## config.mk

```make
export PLATFORM = sky130hd
export DESIGN_NAME = adc_scan_seq
export DESIGN_NICKNAME = d
export VERILOG_FILES = /design/src/rtl/adc_scan_pkg.sv /design/src/rtl/adc_scan_regs.sv /design/src/rtl/adc_scan_pick.sv /design/src/rtl/adc_scan_fsm.sv /design/src/rtl/adc_scan_muxsel.sv /design/src/rtl/adc_scan_seq.sv
export SDC_FILE = /design/constraint.sdc
export NUM_CORES = 1
export LEC_CHECK = 0
export ABC_CLOCK_PERIOD_IN_PS = 2800
export BUFFER_PORTS_ARGS = -buffer_cell sky130_fd_sc_hd__buf_2
export CORE_AREA = 2 2 158 98
export CTS_BUF_LIST = sky130_fd_sc_hd__clkbuf_8
export CTS_CLUSTER_DIAMETER = 50
export DETAILED_ROUTE_END_ITERATION = 8
export DIE_AREA = 0 0 160 100
export PLACE_DENSITY = 0.82
export SKIP_LAST_GASP = 1
export SLEW_MARGIN = 20
export SYNTH_ARGS = -nofsm -noshare
export SYNTH_HDL_FRONTEND = slang
export SYNTH_SLANG_ARGS = --single-unit
```

## constraint.sdc

```tcl
create_clock -name clk -period 2.8 [get_ports clk]
set_input_delay 0.56 -clock clk [delete_from_list [all_inputs] [get_ports clk]]
set_output_delay 0.56 -clock clk [all_outputs]
set_load 0.03 [all_outputs]
```

## src/rtl/adc_scan_pkg.sv

```systemverilog
package adc_scan_pkg;

  localparam int NUM_CH = 6;
  localparam int CH_W = $clog2(NUM_CH);
  localparam logic [7:0] CORE_ID = 8'hAD;

  typedef struct packed {
    logic [1:0] route;
    logic [1:0] rate;
    logic [1:0] gain;
  } ctrl_t;

  typedef enum logic [1:0] {
    ST_IDLE,
    ST_CFG,
    ST_WAIT,
    ST_READ
  } scan_state_e;

  // converter input code for a logical channel index (0-based)
  function automatic logic [1:0] conv_input(input logic [CH_W-1:0] ch);
    if (ch < CH_W'(2)) return ch[1:0];
    else if (ch < CH_W'(4)) return 2'd2;
    else return 2'd3;
  endfunction

  // external mux level: high for the second channel of a shared pair
  function automatic logic mux_level(input logic [CH_W-1:0] ch);
    return (ch >= CH_W'(2)) && ch[0];
  endfunction

  function automatic logic [7:0] cfg_byte(input logic [1:0] in_code,
                                          input logic [1:0] rate,
                                          input logic [1:0] gain);
    return {1'b1, in_code, 1'b0, rate, gain};
  endfunction

endpackage

```

## src/rtl/adc_scan_regs.sv

```systemverilog
module adc_scan_regs
  import adc_scan_pkg::*;
#(
  parameter int ADDR_W = 4,
  parameter int DATA_W = 16,
  parameter int N_CH   = NUM_CH,
  localparam int SLOT_W = $clog2(N_CH),
  localparam int WORD_W = ADDR_W - 1
) (
  input  logic              clk,
  input  logic              rst,
  input  logic [ADDR_W-1:0] bus_addr,
  input  logic              bus_we,
  input  logic [DATA_W-1:0] bus_wdata,
  output logic [DATA_W-1:0] bus_rdata,
  output ctrl_t             ctrl,
  output logic [N_CH-1:0]   mask,
  input  logic              res_we,
  input  logic [SLOT_W-1:0] res_idx,
  input  logic [DATA_W-1:0] res_data
);

  logic [DATA_W-1:0] res_mem [N_CH];
  ctrl_t             ctrl_q;
  logic [DATA_W-1:0] mask_q;
  logic [WORD_W-1:0] word;
  logic [SLOT_W-1:0] slot;
  logic              slot_ok;

  assign word    = bus_addr[ADDR_W-1:1];
  assign slot    = SLOT_W'(word - WORD_W'(2));
  assign slot_ok = (word >= WORD_W'(2)) && (int'(word) < 2 + N_CH);

  // result storage: single write port from the sequencer, no reset
  always_ff @(posedge clk) begin
    if (res_we) res_mem[res_idx] <= res_data;
  end

  always_ff @(posedge clk) begin
    if (rst) begin
      ctrl_q    <= '0;
      mask_q    <= '0;
      bus_rdata <= '0;
    end else begin
      if (bus_we) begin
        case (word)
          WORD_W'(0): ctrl_q <= ctrl_t'(bus_wdata[5:0]);
          WORD_W'(1): mask_q <= bus_wdata;
          default: ;
        endcase
      end
      case (word)
        WORD_W'(0): bus_rdata <= DATA_W'({CORE_ID, 2'b00, ctrl_q});
        WORD_W'(1): bus_rdata <= mask_q;
        default:    bus_rdata <= slot_ok ? res_mem[slot] : '0;
      endcase
    end
  end

  assign ctrl = ctrl_q;
  assign mask = mask_q[N_CH-1:0];

endmodule

```

## src/rtl/adc_scan_pick.sv

```systemverilog
module adc_scan_pick #(
  parameter int N_CH = 6,
  localparam int CH_W = $clog2(N_CH)
) (
  input  logic [N_CH-1:0] mask,
  input  logic [CH_W-1:0] cur,
  output logic [CH_W-1:0] nxt,
  output logic            any
);

  logic [CH_W-1:0] cand [N_CH];
  logic [N_CH-1:0] hit;

  // candidate k is the channel k+1 steps after the current one
  for (genvar k = 0; k < N_CH; k++) begin : g_cand
    logic [CH_W:0] sum;
    assign sum     = {1'b0, cur} + (CH_W+1)'(k + 1);
    assign cand[k] = (sum >= (CH_W+1)'(N_CH)) ? CH_W'(sum - (CH_W+1)'(N_CH))
                                              : sum[CH_W-1:0];
    assign hit[k]  = mask[cand[k]];
  end

  always_comb begin
    any = 1'b0;
    nxt = cur;
    for (int i = N_CH - 1; i >= 0; i--) begin
      if (hit[i]) begin
        nxt = cand[i];
        any = 1'b1;
      end
    end
  end

endmodule

```

## src/rtl/adc_scan_fsm.sv

```systemverilog
module adc_scan_fsm
  import adc_scan_pkg::*;
#(
  parameter int N_CH      = NUM_CH,
  parameter int DATA_W    = 16,
  parameter int WAIT_FAST = 24,
  parameter int WAIT_MID  = 48,
  parameter int WAIT_SLOW = 96,
  localparam int CH_W     = $clog2(N_CH),
  localparam int WAIT_MAX = (WAIT_SLOW > WAIT_MID) ?
                            ((WAIT_SLOW > WAIT_FAST) ? WAIT_SLOW : WAIT_FAST) :
                            ((WAIT_MID > WAIT_FAST) ? WAIT_MID : WAIT_FAST),
  localparam int CNT_W    = $clog2(WAIT_MAX + 1)
) (
  input  logic              clk,
  input  logic              rst,
  input  logic [1:0]        rate,
  input  logic [1:0]        gain,
  input  logic              pick_any,
  input  logic [CH_W-1:0]   pick_nxt,
  output logic [CH_W-1:0]   cur,
  output logic              idle,
  output logic              xact_req,
  output logic              xact_rd,
  output logic [7:0]        xact_wbyte,
  input  logic              xact_done,
  input  logic [DATA_W-1:0] rd_sample,
  input  logic              rd_stale,
  output logic              sel_level,
  output logic              res_we,
  output logic [CH_W-1:0]   res_idx,
  output logic [DATA_W-1:0] res_data
);

  scan_state_e     st;
  logic [CNT_W-1:0] cnt;
  logic [1:0]       rate_q;

  function automatic logic [CNT_W-1:0] wait_len(input logic [1:0] code);
    case (code)
      2'd0:    return CNT_W'(WAIT_FAST);
      2'd1:    return CNT_W'(WAIT_MID);
      default: return CNT_W'(WAIT_SLOW);
    endcase
  endfunction

  always_ff @(posedge clk) begin
    if (rst) begin
      st         <= ST_IDLE;
      cur        <= CH_W'(N_CH - 1);
      cnt        <= '0;
      rate_q     <= '0;
      xact_req   <= 1'b0;
      xact_rd    <= 1'b0;
      xact_wbyte <= '0;
      sel_level  <= 1'b0;
      res_we     <= 1'b0;
      res_idx    <= '0;
      res_data   <= '0;
    end else begin
      res_we <= 1'b0;
      case (st)
        ST_IDLE: begin
          if (pick_any) begin
            cur        <= pick_nxt;
            rate_q     <= rate;
            xact_wbyte <= cfg_byte(conv_input(pick_nxt), rate, gain);
            sel_level  <= mux_level(pick_nxt);
            xact_req   <= 1'b1;
            xact_rd    <= 1'b0;
            st         <= ST_CFG;
          end
        end
        ST_CFG: begin
          if (xact_done) begin
            xact_req <= 1'b0;
            cnt      <= wait_len(rate_q) - 1'b1;
            st       <= ST_WAIT;
          end
        end
        ST_WAIT: begin
          if (cnt == '0) begin
            xact_req <= 1'b1;
            xact_rd  <= 1'b1;
            st       <= ST_READ;
          end else begin
            cnt <= cnt - 1'b1;
          end
        end
        ST_READ: begin
          if (xact_done) begin
            xact_req <= 1'b0;
            xact_rd  <= 1'b0;
            if (!rd_stale) begin
              res_we   <= 1'b1;
              res_idx  <= cur;
              res_data <= rd_sample;
            end
            st <= ST_IDLE;
          end
        end
        default: st <= ST_IDLE;
      endcase
    end
  end

  assign idle = (st == ST_IDLE);

endmodule

```

## src/rtl/adc_scan_muxsel.sv

```systemverilog
module adc_scan_muxsel #(
  parameter int NUM_PINS = 2
) (
  input  logic                clk,
  input  logic                rst,
  input  logic [1:0]          route,
  input  logic                level,
  output logic [NUM_PINS-1:0] pins
);

  // route code p+1 drives pin p; any other code leaves it low
  for (genvar p = 0; p < NUM_PINS; p++) begin : g_pin
    always_ff @(posedge clk) begin
      if (rst) pins[p] <= 1'b0;
      else     pins[p] <= (route == 2'(p + 1)) && level;
    end
  end

endmodule

```

## src/rtl/adc_scan_seq.sv

```systemverilog
module adc_scan_seq
  import adc_scan_pkg::*;
#(
  parameter int WAIT_FAST    = 24,
  parameter int WAIT_MID     = 48,
  parameter int WAIT_SLOW    = 96,
  parameter int NUM_SEL_PINS = 2,
  parameter int ADDR_W       = 4,
  parameter int DATA_W       = 16,
  localparam int RB_W        = DATA_W + 8
) (
  input  logic                    clk,
  input  logic                    rst,
  input  logic [ADDR_W-1:0]       bus_addr,
  input  logic                    bus_we,
  input  logic [DATA_W-1:0]       bus_wdata,
  output logic [DATA_W-1:0]       bus_rdata,
  output logic                    xact_req,
  output logic                    xact_rd,
  output logic [7:0]              xact_wbyte,
  input  logic                    xact_done,
  input  logic [RB_W-1:0]         xact_rbytes,
  output logic [NUM_SEL_PINS-1:0] mux_pins
);

  ctrl_t             ctrl_w;
  logic [NUM_CH-1:0] mask_w;
  logic [CH_W-1:0]   cur_w;
  logic [CH_W-1:0]   nxt_w;
  logic              any_w;
  logic              idle_w;
  logic              level_w;
  logic              res_we_w;
  logic [CH_W-1:0]   res_idx_w;
  logic [DATA_W-1:0] res_data_w;
  logic              unused_status;

  assign unused_status = ^xact_rbytes[6:0];

  adc_scan_regs #(
    .ADDR_W(ADDR_W), .DATA_W(DATA_W), .N_CH(NUM_CH)
  ) i_regs (
    .clk(clk), .rst(rst),
    .bus_addr(bus_addr), .bus_we(bus_we), .bus_wdata(bus_wdata),
    .bus_rdata(bus_rdata),
    .ctrl(ctrl_w), .mask(mask_w),
    .res_we(res_we_w), .res_idx(res_idx_w), .res_data(res_data_w)
  );

  adc_scan_pick #(.N_CH(NUM_CH)) i_pick (
    .mask(mask_w), .cur(cur_w), .nxt(nxt_w), .any(any_w)
  );

  adc_scan_fsm #(
    .N_CH(NUM_CH), .DATA_W(DATA_W),
    .WAIT_FAST(WAIT_FAST), .WAIT_MID(WAIT_MID), .WAIT_SLOW(WAIT_SLOW)
  ) i_fsm (
    .clk(clk), .rst(rst),
    .rate(ctrl_w.rate), .gain(ctrl_w.gain),
    .pick_any(any_w), .pick_nxt(nxt_w),
    .cur(cur_w), .idle(idle_w),
    .xact_req(xact_req), .xact_rd(xact_rd), .xact_wbyte(xact_wbyte),
    .xact_done(xact_done),
    .rd_sample(xact_rbytes[RB_W-1:8]), .rd_stale(xact_rbytes[7]),
    .sel_level(level_w),
    .res_we(res_we_w), .res_idx(res_idx_w), .res_data(res_data_w)
  );

  adc_scan_muxsel #(.NUM_PINS(NUM_SEL_PINS)) i_muxsel (
    .clk(clk), .rst(rst),
    .route(ctrl_w.route), .level(level_w), .pins(mux_pins)
  );

endmodule

```

Word-level counts from Yosys, hierarchy flattened
Memories as Yosys holds them, arrays and structs flattened.
Cells that the tools add are included.
{"block": "classes", "addsub": 15, "n_lt_le_gt_ge": 16, "n_eq_ne": 13, "n_mux": 55, "bitwise_logic": 3, "n_reduce_logical": 19}
{"operator": "3-bit 2-to-1 mux", "count": 12}
{"operator": "7-bit 2-to-1 mux", "count": 5}
{"operator": "16-bit one-hot mux with 2 select lines", "count": 1}
{"operator": "7-bit one-hot mux with 2 select lines", "count": 2}
{"operator": "4-bit by 3-bit greater-or-equal comparator with 1-bit output (second input constant)", "count": 6}
{"operator": "3-bit by 4-bit < comparator with 1-bit output (second input constant)", "count": 6}
{"operator": "1-bit 2-to-1 mux", "count": 20}
{"operator": "1-bit binary-select mux with 3-bit select", "count": 6}
{"operator": "3-bit subtractor (second input constant)", "count": 6}
{"operator": "16-bit 2-to-1 mux", "count": 1}
{"operator": "7-bit by 1-bit subtractor with 7-bit output (second input constant)", "count": 2}
{"operator": "3-bit by 3-bit adder with 4-bit output (second input constant)", "count": 3}
{"operator": "2-bit 2-to-1 mux", "count": 5}
{"operator": "3-bit AND reduction", "count": 3}
{"operator": "3-bit by 2-bit adder with 4-bit output (second input constant)", "count": 2}
{"operator": "2-bit inequality test (second input constant)", "count": 4}
{"operator": "2-bit one-hot mux with 4 select lines", "count": 1}
{"operator": "4-bit AND reduction", "count": 2}
{"operator": "7-bit logical NOT", "count": 1}
{"operator": "2-bit by 1-bit == test with 1-bit output (second input constant)", "count": 3}
{"operator": "2-bit == test (second input constant)", "count": 3}
{"operator": "3-bit by 2-bit greater-or-equal comparator with 1-bit output (second input constant)", "count": 2}
{"operator": "1-bit one-hot mux with 3 select lines", "count": 2}
{"operator": "2-bit AND reduction", "count": 3}
{"operator": "other kinds (14)", "count": 20}
{"block": "totals", "ff_bits": 84, "mem_bits_rw": 96, "inputBits": 48, "out_inout_bits": 28, "word_cells": 140, "memories": 1}
{"name": "i_regs.res_mem", "words": 6, "word_bits": 16, "read_ports": 1, "rd_ports_with_merged_regs": 0, "write_ports": 1, "line": "adc_scan_regs.sv:23", "rtl": "logic [DATA_W-1:0] res_mem [N_CH];"}

Longest topological paths before layout
Gate-level depths: netlist of run 1.
{"block": "depth", "word_depth": 14, "depth_mapped": 15, "ltp_nobuf": 10}

By module
From an unflattened synthesis of run 1, not the netlist that was laid out.
{"block": "unflattened", "hier_cells": 722, "area_unflattened_um2": 8077.7}
{"module": "adc_scan_regs", "instances": 1, "cells_per_inst": 363, "area_per_inst_um2": 5195.0, "seq_area_each_um2": 3643.5}
{"module": "adc_scan_fsm", "instances": 1, "cells_per_inst": 232, "area_per_inst_um2": 1893.1, "seq_area_each_um2": 840.8}
{"module": "adc_scan_pick", "instances": 1, "cells_per_inst": 123, "area_per_inst_um2": 924.6, "seq_area_each_um2": 0.0}
{"module": "adc_scan_muxsel", "instances": 1, "cells_per_inst": 4, "area_per_inst_um2": 65.1, "seq_area_each_um2": 40.0}

Least setup slack after synthesis of run 1
No wires, ideal clock.
{"block": "synth_path", "path_type": "register to register", "startpoint": "register i_fsm.cur[1]", "endpoint": "register i_fsm.st[1]", "setup_ns": 0.128, "arrival_time_ns": 2.918, "t_required_ns": 2.672, "slack_ns": -0.245, "stages_incl_launch_ff": 14, "n_path_buf": 4, "synth_period_minus_slack_ns": 3.045, "path_cell_list": "dfxtp_1 -> clkbuf_1 -> inv_1 -> ha_1 -> buf_2 -> clkbuf_1 -> nand3_1 -> a211oi_1 -> a21oi_1 -> and4_1 -> buf_6 -> a221oi_4 -> mux2i_1 -> nor2_1"}
{"block": "synth_between", "elab_chain_cells": 13, "elab_cells_between_ends": 44, "cone_classes": "add/sub (12); order compare (6); eq/ne (1); mux (24); reduce/logical (1)"}
{"item": "start, declared", "line": "adc_scan_fsm.sv:21", "rtl": "output logic [CH_W-1:0] cur,"}
{"item": "start signal, assigned", "line": "adc_scan_fsm.sv:50", "rtl": "cur <= CH_W'(N_CH - 1);"}
{"item": "start signal, assigned", "line": "adc_scan_fsm.sv:65", "rtl": "cur <= pick_nxt;"}
{"item": "3-bit by 3-bit adder with 4-bit output", "line": "adc_scan_pick.sv:17", "rtl": "assign sum = {1'b0, cur} + (CH_W+1)'(k + 1);"}
{"item": "4-bit by 3-bit greater-or-equal comparator with 1-bit output / 3-bit subtractor (equally long branches)", "line": "adc_scan_pick.sv:18", "rtl": "assign cand[k] = (sum >= (CH_W+1)'(N_CH)) ? CH_W'(sum - (CH_W+1)'(N_CH))"}
{"item": "3-bit 2-to-1 mux", "line": "adc_scan_pick.sv:18"}
{"item": "1-bit binary-select mux with 3-bit select", "line": "adc_scan_pick.sv:20", "rtl": "assign hit[k] = mask[cand[k]];"}
{"item": "1-bit 2-to-1 mux (not written as such)", "line": "adc_scan_pick.sv:20"}
{"item": "1-bit 2-to-1 mux (5 in series)", "line": "adc_scan_pick.sv:27", "rtl": "if (hit[i]) begin"}
{"item": "1-bit 2-to-1 mux *", "line": "adc_scan_pick.sv:27"}
{"item": "2-bit inequality test (no line) *"}
{"item": "4-bit AND reduction (no line) *"}
{"item": "end signal, assigned", "line": "adc_scan_fsm.sv:49", "rtl": "st <= ST_IDLE;"}
{"item": "end signal, assigned", "line": "adc_scan_fsm.sv:71", "rtl": "st <= ST_CFG;"}
{"item": "end signal, assigned", "line": "adc_scan_fsm.sv:78", "rtl": "st <= ST_WAIT;"}
{"item": "end, declared", "line": "adc_scan_fsm.sv:35", "rtl": "scan_state_e st;"}
Mark *: on every way between the ends. The rest lies on a longest branch, timed or not. The select of a mux whose other input is x is not followed.
A chain may end at the register's enable or synchronous reset.

Worst setup path after layout of run 1
{"block": "layout_path", "startpoint": "register i_fsm.cur[1]", "endpoint": "register i_fsm.sel_level"}
{"block": "layout_between", "elab_chain_cells": 13, "elab_cells_between_ends": 51, "cone_classes": "add/sub (12); order compare (7); mux (30); reduce/logical (2)"}
{"item": "3-bit by 3-bit adder with 4-bit output", "line": "adc_scan_pick.sv:17"}
{"item": "4-bit by 3-bit greater-or-equal comparator with 1-bit output / 3-bit subtractor (equally long branches)", "line": "adc_scan_pick.sv:18"}
{"item": "3-bit 2-to-1 mux", "line": "adc_scan_pick.sv:18"}
{"item": "1-bit binary-select mux with 3-bit select", "line": "adc_scan_pick.sv:20"}
{"item": "1-bit 2-to-1 mux (not written as such)", "line": "adc_scan_pick.sv:20"}
{"item": "3-bit 2-to-1 mux (6 in series)", "line": "adc_scan_pick.sv:27"}
{"item": "3-bit by 2-bit greater-or-equal comparator with 1-bit output", "line": "adc_scan_pkg.sv:29", "rtl": "return (ch >= CH_W'(2)) && ch[0];"}
{"item": "1-bit logical AND", "line": "adc_scan_pkg.sv:29"}
{"item": "end signal, assigned", "line": "adc_scan_fsm.sv:68", "rtl": "sel_level <= mux_level(pick_nxt);"}
{"item": "end, declared", "line": "adc_scan_fsm.sv:29", "rtl": "output logic sel_level,"}
Parallel ways exist; a longest one is shown, timed or not. The select of a mux whose other input is x is not followed.

==> results.cfg, run 1 <==
[final_layout]
nets = 865
drive_above_1_share_pct = 27.9
post-route-util_pct = 63.5
area_growth_pct = 18.6
diodes = 0
postLayoutCellArea_sq_um = 9390

[setup_path]
startpoint = i_fsm.cur[1]
crit_path_start_kind = flip-flop
cp_max_fo = 4
r2r_start = i_fsm.cur[1]
worstSetupEndpointType = flip-flop
crit_path_end = i_fsm.sel_level
r2r_end = i_fsm.sel_level
crit_type = flip-flop to flip-flop
worstPathRequired_ps = 3170
r2r_cells = 12
worst-r2r-setup-slack_ps = -50
arrival_ps = 3220

[timing]
tightest_slew_ps = 715
slew_violations = 0
hold_viol = 0
period_share_pct = 102
period_needed_ps = 2850
grt_setup_unrepaired = yes
setup_viol = 5
setup_ws_ps = -49.3
finalClockSkew_ps = 15.8
max_slew_margin_pct = 52.3
fmax_ghz = 0.351

[logic_synthesis]
synth_edf_count = 96
synth_top_area_cell = edfxtp_1
synth_top_area_share_pct = 36.4
synth-seq-cells = 178
syn_avg_cell_area_sq_um = 11.3
synth_warnings = 0
ys_top_cells_by_count = 117 x nand2_1, 96 x edfxtp_1, 82 x dfxtp_1, 62 x a21oi_1, 50 x nor2_1
postSynthCellCount = 700
synthArstFlopShare_pct = 0
yosysUniqueCellTypes = 68
netlist_top_cells_area = edfxtp_1 36%, dfxtp_1 21%, nand2_1 5.5%
ys_seq_area_share_pct = 57.1
synth.most_common_cell = nand2_1
synth_nets = 763
ys.flop_type = edfxtp_1
netlist_area_sq_um = 7920

[global_routing]
gr-total-overflow = 0
grt_max_degree = 39
antenna_found_initial = 0
grt_usage_pct = 23.2
grt_pass1_vias = 5305
grt_first_pass_wirelength_um = 28400

[routing]
drt_iter0_markers = 467
viasPerCell = 5.70
via_count = 5805
drc = 0
ant_nets = 0
wl_um = 18500
wl_per_cell_um = 18.2
dr.pass1.iters = 5

[place]
place_area_sq_um = 8730
io_buffers = 66
place_ws_ps = -49.1
gp_congestion = 0.893
hpwl_um = 12200

[clock_tree]
cts_root_buf = clkbuf_8
cts_max_path_buffers = 2
cts_max_level = 4
cts_buffers = 17
cts_tree = built
clk_pin_slew_ps = 100
clock_latency_ps = 450
cts.sinks = 178

[floorplanning]
dieWidth_um = 160
die_area_sq_um = 16000
rows = 35
start_util_pct = 53.5
pin_count = 76
core_area_sq_um = 14800
die_h_um = 100

[pwr]
vdd_drop_max_mv = 0.374
p_sw_share_pct = 35.1
p_per_area_nw_per_um2 = 770
seq_power_share_pct = 41.1
power.total_mw = 7.23
p_clk_share_pct = 24.8
netSwitchingPower_mw = 2.54
leakage_nw = 3.68
p_comb_share_pct = 34.1
p_int_mw = 4.69

[job]
drv_cap = 0

[min_path]
hp-class = primary input to flip-flop
hp-start = xact_rbytes[18]

[run_status]
violations = negative setup slack
outcome = finished, violations left
[critical path, stage by stage, from the launching register on]
cell	delay [ps]
dfxtp_4	400
clkinvlp_4	140
buf_4	160
buf_4	140
ha_4	170
xnor2_2	150
nor4_2	380
nor2_2	80
buf_4	150
a311oi_2	250
a41oi_2	220
nor3b_4	210
o41ai_2	310
[power groups by stage]
stage	registers (mW)	logic, mW	clock network (mW)
2_1_floorplan	3.07	1.54	0
5_1_grt	2.99	2.64	1.93
6_report	2.97	2.47	1.79
3_5_place_dp	3.02	2.13	0
4_1_cts	2.96	2.16	1.82
3_3_place_gp	3.02	2.10	0
[kinds of logic after synthesis]
logic type	after synthesis	share of synthesized area [%]
simple gates	227	13.2
flops	178	57.1
compound gates	147	11.7
mux	66	11.3
buf+inv	57	3.21
fa+ha+maj	15	2.37
xor+xnor	9	0.995
other cells	1	0.0473
[state kept, by name (all words and copies together), names as in the netlist, 6 cells and up]
| signal | count |
|---|---|
| i_regs.res_mem | 96 |
| i_regs.bus_rdata | 16 |
| i_fsm.cnt | 7 |
| i_fsm.res_data | 16 |
| i_regs.ctrl | 6 |
| i_fsm.xact_wbyte | 6 |
| i_regs.mask_q | 16 |
[cells in the final DEF, fill, tap and decap left out, types with 13 or more instances in the layout]
master    synthesis  layout
nand2_1         117     117
dfxtp_1          82      79
edfxtp_1         96      96
buf_4             1      53
inv_1            15      13
o21ai_0          34      34
a21oi_1          62      61
mux2i_1          39      38
buf_2             5      66
mux4_2           16      17
clkbuf_8          0      17
a22oi_1          13      13
nor2_1           50      48
[cell type report]
class	count	area, sq um
Clock buffer	17	234
Clock inverter	15	189
Fill cell	1150	5410
Inverter	15	60.1
Multi-Input combinational cell	466	3330
Sequential cell	178	4530
Tap cell	203	254
Timing Repair Buffer	124	793
[what timing repair did]
item,CTS,global route
endpoints found under the hold margin,0,0
endpoints found under the setup margin,10,15
buffers inserted,1,12
pin swaps,0,21
cloned,0,1
hold buffers,0,0
resized for setup,3,30
[how the worst min path moves through the flow]
stage / cells past startpoint / slack, ps / endpoint
2_1_floorplan: 1 / 430 / i_muxsel.pins[0]
3_5_place_dp: 2 / 450 / i_regs.mask_q[11]
3_3_place_gp: 2 / 440 / i_regs.mask_q[8]
4_1_cts: 3 / 310 / i_fsm.res_data[10]
5_1_grt: 3 / 320 / i_fsm.res_data[10]
6_report: 3 / 330 / i_fsm.res_data[10]
[stage by stage]
stage / cells / TNS (ps) / hold WS, ps
2_1_floorplan: 700 / 0 / 429
4_1_cts: 1006 / 0 / 312
3_5_place_dp: 973 / -205 / 445
6_report: 1018 / -98.6 / 332
3_3_place_gp: 973 / 0 / 440
5_1_grt: 1018 / -1290 / 320
[routing by layer]
| layer | share of wire, % | track usage, % | vias up |
|---|---|---|---|
| met2 | 46 | 35.7 | 235 |
| met5 | 0 | 0 | - |
| met3 | 8.1 | 4.09 | 19 |
| met4 | 0.89 | 6.51 | 0 |
| met1 | 45 | 34.3 | 2807 |
| li1 | - | - | 2744 |
No activity file was read; power rests on OpenSTA's default activity.
==> run 2, diff against run 1 <==
Settings changed: CORE_AREA 2 2 158 98 to 2 2 159 99, DIE_AREA 0 0 160 100 to 0 0 161 101, PLACE_DENSITY 0.82 to default, PLACE_DENSITY_LB_ADDON from default to 0.2, SYNTH_HIERARCHICAL from default to 1.
==> results.cfg, run 2 <==
[clock_tree]
cts_tree = built
cts_root_buf = clkbuf_8
clk_pin_slew_ps = 100
cts_max_level = 4
cts.sinks = 178
cts_buffers = 17
ctsHoldBuffers = 0
clock_latency_ps = 460
cts_max_path_buffers = 2

[min_path]
hp-class = primary input to flip-flop
holdPathEnd = i_fsm/res_data[14]
hp-start = xact_rbytes[22]
hold_depth = 3

[floorplanning]
die_h_um = 101
die_area_sq_um = 16300
start_util_pct = 54.3
dieWidth_um = 161
pin_count = 76
rows = 35
core_area_sq_um = 14900

[setup_path]
slowest_delay_ps = 390
r2r_end = i_fsm/sel_level
crit_type = flip-flop to flip-flop
cp_max_fo = 4
worstPathRequired_ps = 3140
crit_path_start_kind = flip-flop
worst-r2r-setup-slack_ps = -40
worstSetupEndpointType = flip-flop
crit_buf_inv = 2
r2r_start = i_fsm/cur[1]
critPathSlowestCell = dfxtp_4
path_cells = clkinvlp_4, buf_6, ha_4, a21oi_4, mux2i_4, o21ai_4, a221oi_4, o41ai_2, a211o_1, a31o_4, nor2_1, nor2_1, a22oi_1, nor2_1
crit_family = compound AO/OA/AOI/OAI gates
r2r_cells = 14
cpMostUsedCell = nor2_1
arrival_ps = 3180

[logic_synthesis]
ys_top_cells_by_count = 105 x nand2_1, 96 x edfxtp_1, 82 x dfxtp_1, 61 x a21oi_1, 42 x mux2_2
synth_xor_area_share_pct = 0.867
postSynthCellCount = 722
synth_warnings = 6
synth_nets = 790
synth_edf_count = 96
synth-seq-cells = 178
yosysUniqueCellTypes = 71
synthArstFlopShare_pct = 0
synth_top_family_by_area = compound AO/OA/AOI/OAI gates
synth_mux_area_share_pct = 8.52
ys.flop_type = edfxtp_1
synthAdderAreaFrac_pct = 3.10
netlist_area_sq_um = 8080
ys_seq_area_share_pct = 56.0
synth_top_area_share_pct = 35.7
synth.most_common_cell = nand2_1
synth_top_area_cell = edfxtp_1
syn_avg_cell_area_sq_um = 11.2
netlist_top_cells_area = edfxtp_1 36%, dfxtp_1 20%, mux2_2 5.9%
yosys.area_share.simple_pct = 13.5
synth_compound_area_share_pct = 13.9

[routing]
drt_iter0_markers = 453
viasPerCell = 5.74
drc = 0
wl_um = 19500
via_count = 5959
dr.pass1.iters = 5
wl_per_cell_um = 18.7
ant_nets = 0

[timing]
setup_ws_ps = -41.7
tightest_slew_ps = 769
period_needed_ps = 2840
setup_viol = 2
slew_violations = 0
hold_viol = 0
hold_slack_ps = 340
fin_setup_tns_ps = -72.4
fmax_ghz = 0.352
max_slew_margin_pct = 48.7
finalClockSkew_ps = 18.1
grt_setup_unrepaired = yes
period_share_pct = 101

[final_layout]
diodes = 0
largest_register_ffs = 96
layout_commonest_cell = nand2_1
area_growth_pct = 19.0
postLayoutCellArea_sq_um = 9610
layout_common_cells = 103 x nand2_1, 96 x edfxtp_1, 80 x dfxtp_1
drive_above_1_share_pct = 32.1
top_register = i_regs/res_mem
nets = 891

[global_routing]
grt_first_pass_wirelength_um = 30300
grt_max_degree = 46
grt_usage_pct = 24.4
antenna_found_initial = 0
gr-total-overflow = 0
grt_pass1_vias = 5690

[pwr]
p_per_area_nw_per_um2 = 762
power.total_mw = 7.32
vdd_drop_max_mv = 0.419
leakage_nw = 3.79

[job]
drv_cap = 0

[place]
hpwl_um = 13100
io_buffers = 66
place_area_sq_um = 8830
gp_congestion = 0.943

[run_status]
outcome = finished, violations left
violations = negative setup slack
-- run 2: worst reg2reg max path: cells and delay by family (launching register included) --
kind	cells	cell delay, ps
buffers and inverters	2	290
AND/OR/NAND/NOR	3	220
multiplexers	1	270
adder cells (fa/ha/maj)	1	160
flip-flops	1	390
AO/OA/AOI/OAI	7	1400
-- run 2: report_power, final --
part	switching (mW)	leakage (nW)	internal, mW	total [mW]
combinational	1.46	1.86	1.23	2.70
clock	0.982	0.197	0.670	1.65
sequential	0.127	1.73	2.85	2.97
total	2.57	3.79	4.75	7.32
-- run 2: layout make-up --
class	instances	area, sq um
Clock buffer	18	248
Clock inverter	14	121
Fill cell	1176	5280
Inverter	18	71.3
Multi-Input combinational cell	477	3510
Sequential cell	178	4530
Tap cell	203	254
Timing Repair Buffer	131	875
-- run 2: repair_timing --
action,CTS,global route
gates resized for setup,24,31
setup endpoints to repair,15,15
setup buffers,12,9
pin swaps,19,21
-- run 2: how the worst max path moves through the flow --
stage	from	end	slack, ps	depth (start not counted)
CTS	i_fsm/cur[1]	i_fsm/xact_wbyte[5]	-20	15
global placement	i_fsm/cur[0]	i_fsm/xact_wbyte[5]	-100	12
finish	i_fsm/cur[1]	i_fsm/sel_level	-40	14
detailed placement	i_fsm/cur[0]	i_fsm/st[1]	-130	13
floorplan	i_fsm/cur[1]	i_fsm/sel_level	2	14
global route	i_fsm/cur[1]	i_fsm/st[0]	-140	15
-- run 2: through the flow --
stage / std cells / utilization, % / setup slack, ps
floorplan: 722 / - / 1.56
global placement: 987 / 59.3 / -97.9
detailed placement: 987 / 59.3 / -134
CTS: 1031 / 63.2 / -18.8
global route: 1039 / 64.5 / -143
finish: 1039 / 64.5 / -41.7
-- run 2: layer usage --
layer	vias to the layer above	track usage [%]	part of all wire, %
met2	194	39.2	47
met3	14	4.77	6.6
met5	-	0	0
met1	2927	34.5	46
met4	0	5.91	0.72
li1	2824	-	-
-- run 2: cells by family after synthesis --
| logic type | Yosys count |
|---|---|
| simple gates | 216 |
| buf+inv | 67 |
| mux | 60 |
| other cells | 1 |
| xor+xnor | 8 |
| flops | 178 |
| fa+ha+maj | 20 |
| compound gates | 172 |
==> run 3, diff against run 2 <==
Settings changed: CTS_BUF_LIST sky130_fd_sc_hd__clkbuf_8 to sky130_fd_sc_hd__clkbuf_2.
==> results.cfg, run 3 (synthesis results as in run 2) <==
[clock_tree]
cts_buffers = 17
cts_tree = built
cts.sinks = 178
cts_max_level = 4
clk_pin_slew_ps = 290
cts_root_buf = clkbuf_2
cts_max_path_buffers = 2
clock_latency_ps = 730

[final_layout]
diodes = 0
top_register = i_regs/res_mem
nets = 907
area_growth_pct = 19.5
seqCellArea_sq_um = 4530
fillCellCount = 1174
layout_commonest_cell = nand2_1
post-route-util_pct = 64.8
largest_register_ffs = 96
drive_above_1_share_pct = 32.6
postLayoutCellArea_sq_um = 9660
layout_common_cells = 101 x nand2_1, 96 x edfxtp_1, 80 x dfxtp_1
multiInputGateArea_sq_um = 3550

[pwr]
p_per_area_nw_per_um2 = 732
leakage_nw = 3.82
vdd_drop_max_mv = 0.468

[timing]
fmax_ghz = 0.343
finalClockSkew_ps = 43.7
setup_ws_ps = -117
tightest_slew_ps = 779
grt_setup_unrepaired = yes
max_slew_margin_pct = 47.9
setup_viol = 5
period_share_pct = 104
period_needed_ps = 2920
slew_violations = 0
hold_viol = 0

[setup_path]
worstSetupEndpointType = flip-flop
crit_path_start_kind = flip-flop
r2r_cells = 16
critPathSlowestCell = dfxtp_4
path_cells = clkinvlp_4, buf_6, buf_6, buf_4, ha_2, and3b_2, buf_6, a211oi_1, a21oi_1, o21ai_1, a211o_1, a31o_4, nor2_1, nor2_1, a22oi_1, nor2_1
startpoint = i_fsm/cur[1]
worstPathRequired_ps = 3470
arrival_ps = 3580
cp_max_fo = 5
r2r_start = i_fsm/cur[1]
crit_type = flip-flop to flip-flop
slowest_delay_ps = 440

[routing]
via_count = 6068
wl_per_cell_um = 18.9
wl_um = 20000
drc = 0
ant_nets = 0
drt_iter0_markers = 483
dr.pass1.iters = 5
viasPerCell = 5.75

[min_path]
hp-class = primary input to flip-flop
hp-start = xact_rbytes[20]
hold_depth = 3

[floorplanning]
core_area_sq_um = 14900
pin_count = 76
dieWidth_um = 161
die_h_um = 101
rows = 35
start_util_pct = 54.3
die_area_sq_um = 16300

[job]
drv_cap = 0

[place]
gp_congestion = 0.943
place_area_sq_um = 8830
io_buffers = 66
hpwl_um = 13100

[global_routing]
grt_first_pass_wirelength_um = 30700
grt_usage_pct = 24.7
grt_pass1_vias = 5773
grt_max_degree = 46
gr-total-overflow = 0
antenna_found_initial = 0

[run_status]
violations = negative setup slack
outcome = finished, violations left
## run 3: routing by layer
layer	GRT usage (%)	up-vias	routed length [um]
li1	-	2859	-
met1	34.8	2989	9210
met2	39.7	195	9280
met3	4.94	25	1250
met4	6.39	0	231
met5	0	-	0
## run 3: layout make-up
type	count	share of cell area (%)
clock buffer	18	0.933
clock inverter	14	1.26
inverter	18	0.739
multi-input combinational	477	36.8
sequential	178	46.9
tap	203	2.63
timing repair buffer	147	10.7
## run 3: final timing paths
check	slack, ps	end
max	-120	i_fsm/sel_level
min	40	i_fsm/res_data[12]
max reg2reg	-120	i_fsm/sel_level
min reg2reg	470	i_regs/mask_q[11]
## run 3: metrics by stage
| stage | setup WS [ps] | TNS (ps) | power, mW | hold WS [ps] | cells |
|---|---|---|---|---|---|
| global placement | -97.9 | -711 | 5.03 | 445 | 987 |
| CTS | -29.8 | -89.8 | 6.63 | 0.234 | 1043 |
| finish | -117 | -307 | 7.07 | 40.7 | 1055 |
| detailed placement | -134 | -685 | 5.11 | 444 | 987 |
| global route | -194 | -1550 | 7.41 | 1.95 | 1055 |
| floorplan | 1.56 | 0 | 4.54 | 427 | 722 |
## run 3: critical path, delay by kind of cell, from the launching register on
family                     cells  cell delay (ps)
and+or+nand+nor                4              510
buffers and inverters          5              630
AOI/OAI and AO/OA              6             1080
DFF                            1              440
adders and majority gates      1              170
## run 3: power by group
part,switching (mW),internal [mW],total [mW]
logic,1.54,1.33,2.86
clock network,0.947,0.274,1.22
registers,0.128,2.85,2.98
## run 3: timing repair
action,in CTS,in global routing
resized for setup,35,34
endpoints found under the hold margin,9,5
endpoints found under the setup margin,15,15
hold buffers,9,5
setup buffers,15,7
pin swaps,21,27
